### config.mk
export PLATFORM = sky130hd
export DESIGN_NAME = sample_fifo_writer
export DESIGN_NICKNAME = d
export VERILOG_FILES = /design/src/rtl/sfw_pkg.sv /design/src/rtl/sfw_phase_fsm.sv /design/src/rtl/sfw_split_path.sv /design/src/rtl/sfw_event_flags.sv /design/src/rtl/sample_fifo_writer.sv
export SDC_FILE = /design/constraint.sdc
export NUM_CORES = 1
export LEC_CHECK = 0
export BUFFER_PORTS_ARGS = -buffer_cell sky130_fd_sc_hd__clkbuf_2
export CORE_ASPECT_RATIO = 1.1
export CORE_MARGIN = 2
export CORE_UTILIZATION = 43
export CTS_CLUSTER_SIZE = 25
export DETAILED_ROUTE_END_ITERATION = 10
export PLACE_DENSITY = 0.88
export SYNTH_ARGS = -nofsm -noshare
export SYNTH_HDL_FRONTEND = slang
export SYNTH_HIERARCHICAL = 1
export SYNTH_SLANG_ARGS = --single-unit
### constraint.sdc
create_clock -name clk -period 1.7 [get_ports clk]
set_input_delay 0.17 -clock clk [delete_from_list [all_inputs] [get_ports clk]]
set_output_delay 0.17 -clock clk [all_outputs]
set_load 0.03 [all_outputs]
### src/rtl/sfw_pkg.sv
package sfw_pkg;

    typedef enum logic [1:0] {
        PH_DIRECT    = 2'd0,
        PH_HELD_WR   = 2'd1,
        PH_HELD_SKIP = 2'd2
    } wr_state_e;

endpackage

### src/rtl/sfw_phase_fsm.sv
module sfw_phase_fsm
    import sfw_pkg::*;
(
    input  logic clk,
    input  logic rst_n,
    input  logic smp_valid,
    input  logic fifo_nospace,
    output logic direct_ph,
    output logic take_smp,
    output logic drop_smp,
    output logic wr_en
);

    wr_state_e st_q, st_nx;

    // state register
    always_ff @(posedge clk or negedge rst_n) begin
        if (!rst_n) st_q <= PH_DIRECT;
        else        st_q <= st_nx;
    end

    // next state: the phase toggles every clock
    always_comb begin
        st_nx = PH_DIRECT;
        unique case (st_q)
            PH_DIRECT:    st_nx = (smp_valid && !fifo_nospace) ? PH_HELD_WR : PH_HELD_SKIP;
            PH_HELD_WR:   st_nx = PH_DIRECT;
            PH_HELD_SKIP: st_nx = PH_DIRECT;
            default:      st_nx = PH_DIRECT;
        endcase
    end

    // outputs
    always_comb begin
        direct_ph = 1'b0;
        take_smp  = 1'b0;
        drop_smp  = 1'b0;
        wr_en     = 1'b0;
        unique case (st_q)
            PH_DIRECT: begin
                direct_ph = 1'b1;
                take_smp  = smp_valid && !fifo_nospace;
                drop_smp  = smp_valid && fifo_nospace;
                wr_en     = smp_valid && !fifo_nospace;
            end
            PH_HELD_WR:   wr_en = 1'b1;
            PH_HELD_SKIP: wr_en = 1'b0;
            default:      wr_en = 1'b0;
        endcase
    end

endmodule

### src/rtl/sfw_split_path.sv
module sfw_split_path #(
    parameter int SAMPLE_W = 26,
    parameter int WORD_W   = 13
) (
    input  logic                clk,
    input  logic                rst_n,
    input  logic [SAMPLE_W-1:0] sample,
    input  logic                capture,
    input  logic                direct_ph,
    output logic [WORD_W-1:0]   wdata
);

    localparam int HI_W = SAMPLE_W - WORD_W;

    logic [WORD_W-1:0] lo_word;
    logic [WORD_W-1:0] hi_word;
    logic [WORD_W-1:0] hold_q;

    assign lo_word = sample[WORD_W-1:0];

    generate
        if (HI_W < WORD_W) begin : g_pad
            assign hi_word = {{(WORD_W-HI_W){1'b0}}, sample[SAMPLE_W-1:WORD_W]};
        end else begin : g_nopad
            assign hi_word = sample[SAMPLE_W-1:WORD_W];
        end
    endgenerate

    always_ff @(posedge clk or negedge rst_n) begin
        if (!rst_n)       hold_q <= '0;
        else if (capture) hold_q <= hi_word;
    end

    assign wdata = direct_ph ? lo_word : hold_q;

endmodule

### src/rtl/sfw_event_flags.sv
module sfw_event_flags (
    input  logic clk,
    input  logic rst_n,
    input  logic drop_smp,
    input  logic fifo_half,
    input  logic irq_ack,
    output logic irq_req,
    output logic ovf_flag
);

    always_ff @(posedge clk or negedge rst_n) begin
        if (!rst_n)         irq_req <= 1'b0;
        else if (irq_ack)   irq_req <= 1'b0;
        else if (fifo_half) irq_req <= 1'b1;
    end

    always_ff @(posedge clk or negedge rst_n) begin
        if (!rst_n)        ovf_flag <= 1'b0;
        else if (drop_smp) ovf_flag <= 1'b1;
    end

endmodule

### src/rtl/sample_fifo_writer.sv
module sample_fifo_writer #(
    parameter int DATA_W = 24,
    parameter int FLAG_W = 2,
    localparam int SAMPLE_W = DATA_W + FLAG_W,
    localparam int WORD_W   = (SAMPLE_W + 1) / 2
) (
    input  logic              clk,
    input  logic              rst_n,
    input  logic              smp_valid,
    input  logic [DATA_W-1:0] smp_data,
    input  logic [FLAG_W-1:0] smp_range,
    input  logic              fifo_nospace,
    input  logic              fifo_half,
    input  logic              irq_ack,
    output logic [WORD_W-1:0] fifo_wdata,
    output logic              fifo_we,
    output logic              irq_req,
    output logic              ovf_flag
);

    logic direct_ph;
    logic take_smp;
    logic drop_smp;

    sfw_phase_fsm u_fsm (
        .clk          (clk),
        .rst_n        (rst_n),
        .smp_valid    (smp_valid),
        .fifo_nospace (fifo_nospace),
        .direct_ph    (direct_ph),
        .take_smp     (take_smp),
        .drop_smp     (drop_smp),
        .wr_en        (fifo_we)
    );

    sfw_split_path #(
        .SAMPLE_W (SAMPLE_W),
        .WORD_W   (WORD_W)
    ) u_split (
        .clk       (clk),
        .rst_n     (rst_n),
        .sample    ({smp_range, smp_data}),
        .capture   (take_smp),
        .direct_ph (direct_ph),
        .wdata     (fifo_wdata)
    );

    sfw_event_flags u_flags (
        .clk       (clk),
        .rst_n     (rst_n),
        .drop_smp  (drop_smp),
        .fifo_half (fifo_half),
        .irq_ack   (irq_ack),
        .irq_req   (irq_req),
        .ovf_flag  (ovf_flag)
    );

endmodule

==> impl_metrics.ini <==
[synth]
synthAdderAreaFrac_pct = 0
synthTopCellsByArea = dfrtp_1, mux2_4, mux2_2, buf_6, nand2b_4
synth.avg_cell_area_sq_um = 16.3
synth.most_common_cell = mux2_4
yosys.area.top_type = dfrtp_1
synthSimpleGateAreaFrac_pct = 5.12
synthCells = 54
synth_edf_count = 0
synthArstFlopShare_pct = 100
ys_seq_elements = 17
synthMuxAreaShare_pct = 41.8
synth_xor_area_share_pct = 0
synth_ff_type = dfrtp_1
synth_top_family_by_area = multiplexers
yosysUniqueCellTypes = 13
synth_top_area_share_pct = 48.4
syn_nets = 86
syn_area_sq_um = 880
synth_compound_area_share_pct = 1.71
yosysWarnings = 6
synth_seq_area_share_pct = 48.4
synthTopCellsByCount = mux2_4, dfrtp_1, mux2_2

[routing]
firstDrtPassIters = 3
vias = 658
viasPerCell = 4.70
drtIter0Drc = 2
finalWirelength_um = 1710
wl_per_cell_um = 12.2
ant_nets = 0
drc_errors = 0

[place]
gp_congestion = 0.602
dp_cells = 131
hpwl_um = 1270
numPortBuffers = 47

[final_layout]
area_growth_syn_to_layout_pct = 48.6
fill_cells = 156
nNetsFinal = 145
num_antenna_cells = 0
final_cells = 140
layout-drive-gt1-share_pct = 79.5

[grt]
grt_usage_pct = 15.0
grt_remaining_overflow = 0
grt_max_degree = 18
antenna_found_initial = 0
first_global_vias = 639
grt_pass1_wl_um = 2620

[floorplan]
die_h_um = 51.4
die_area_sq_mm = 0.00242
die_w_um = 47.1
initial_utilization_pct = 44.5
fp.coreArea_sq_mm = 0.00198
num_rows = 17
ioPinCount = 48

[outcome]
status = finished clean

[pwr]
p_sw_uw = 531
p_leak_uw = 0.000693
vdd_ir_drop_max_v = 0.000628
comb_power_share_pct = 51.3
seq_power_share_pct = 35.9
p_per_area_mw_per_mm2 = 1220
swShare_pct = 33.3
report.power.total_uw = 1590
power_frac_clock_pct = 12.8
internal_power_uw = 1060

[sta]
min_period_ps = 1650
period_share_pct = 97.3
hold_violations = 0
timing.fmax_mhz = 605
slew_violations = 0
worst_slew_pin_slew_ps = 420
slew_headroom_pct = 72.0
finalSetupTns_ps = 0
fin_skew_ps = 4.87
finalSetupViolCount = 0
rsz0062_at_grt = true

[setup_path]
cp.arrival_ps = 1480
start_kind = flip-flop
crit_path_end_kind = output pin
worstPathRequired_ps = 1530
worst-path-max-fanout = 4
crit_type = reg -> out

[clock_tree]
worstSkewPairLatency_ps = 280
cts_htree_levels = 1
root_buffer = clkbuf_4
clkSlewWorstSetupHoldPaths_ps = 90
cts_buffers = 3
cts_tree = built
cts.sinks = 17
cts_buffer_depth = 2

[min_path]
min_path_type = in -> reg

[flow_run]
drv_cap = 0
-- metrics by stage --
stage	utilization, %	worst slack [ps]	hold WS [ps]	instance area (sq um)
after global placement	58.8	322	116	1160
final	66.1	45.9	114	1310
after detailed placement	58.8	284	117	1160
after global routing	66.1	-40.5	100	1310
after CTS	61.7	4.61	104	1220
after floorplan	-	200	-126	880
-- power groups by stage --
stage / registers [uW] / clock network, uW / logic (uW)
finish: 572 / 204 / 817
global route: 587 / 229 / 864
CTS: 575 / 216 / 703
detailed placement: 583 / 0 / 683
global placement: 572 / 0 / 673
floorplan: 563 / 0 / 535
-- flip-flops by register name (all words and copies together), names as in the netlist --
register          flops
u_flags/irq_req       1
u_flags/ovf_flag      1
u_fsm/st_q            2
u_split/hold_q       13
-- what timing repair did --
item                                    4_1_cts  5_1_grt
buffers inserted                              2        1
pin swaps                                     0        1
endpoints found under the setup margin        8       13
resized for setup                             2       46
hold buffers                                  1        0
endpoints found under the hold margin        17        0
gates cloned                                  0        1
-- path summary, 6_finish.rpt --
path | start | slack (ps) | depth (start not counted) | to
worst max-delay path | u_fsm/st_q[1] | 50 | 4 | fifo_wdata[5]
worst min-delay path | smp_data[23] | 110 | 2 | u_split/hold_q[10]
worst max register to register | u_fsm/st_q[0] | 200 | 4 | u_split/hold_q[11]
worst min register to register | u_flags/ovf_flag | 480 | 1 | u_flags/ovf_flag
max in group asynchronous | rst_n | 1050 | 2 | u_split/hold_q[6]
min in group asynchronous | rst_n | 350 | 2 | u_flags/irq_req
-- cell type report --
class,count,area [sq um],area share (%)
Multi-Input combinational cell,34,449,34.4
Sequential cell,17,425,32.5
Clock buffer,4,26.3,2.01
Inverter,1,3.75,0.287
Timing Repair Buffer,56,368,28.1
Tap cell,28,35.0,2.68
-- per-layer routing --
layer | wire (um) | share of wire [%] | track usage, % | vias to the layer above
li1 | - | - | - | 307
met1 | 735 | 43 | 18.7 | 321
met2 | 866 | 51 | 26.0 | 30
met3 | 105 | 6.2 | 2.12 | 0
met4 | 0 | 0 | 4.17 | 0
met5 | 0 | 0 | 0 | -
-- layout by cell type, fill, tap and decap left out --
master and count:
clkbuf_2 34, mux2_4 23, dfrtp_1 17, buf_6 10, buf_4 8, clkbuf_4 3
buf_2 3, mux2_2 3, clkbuf_1 1, dlygate4sd3_1 1, o21ba_2 1, or2_1 1
nand2b_4 1, nor3_2 1, inv_1 1, a21oi_1 1, nor2_4 1, and2_2 1
and3_1 1
-- worst max-delay path, cell delays in order (launching register included) --
cell     delay (ps)
dfrtp_1         420
nor2_4          150
buf_4           170
mux2_4          290
buf_2           180
-- cell families after synthesis --
logic type / after synthesis
AOI/OAI and AO/OA: 2
muxes: 26
and+or+nand+nor: 6
buffers and inverters: 3
DFF: 17
Power figures use the tool's default switching activity.
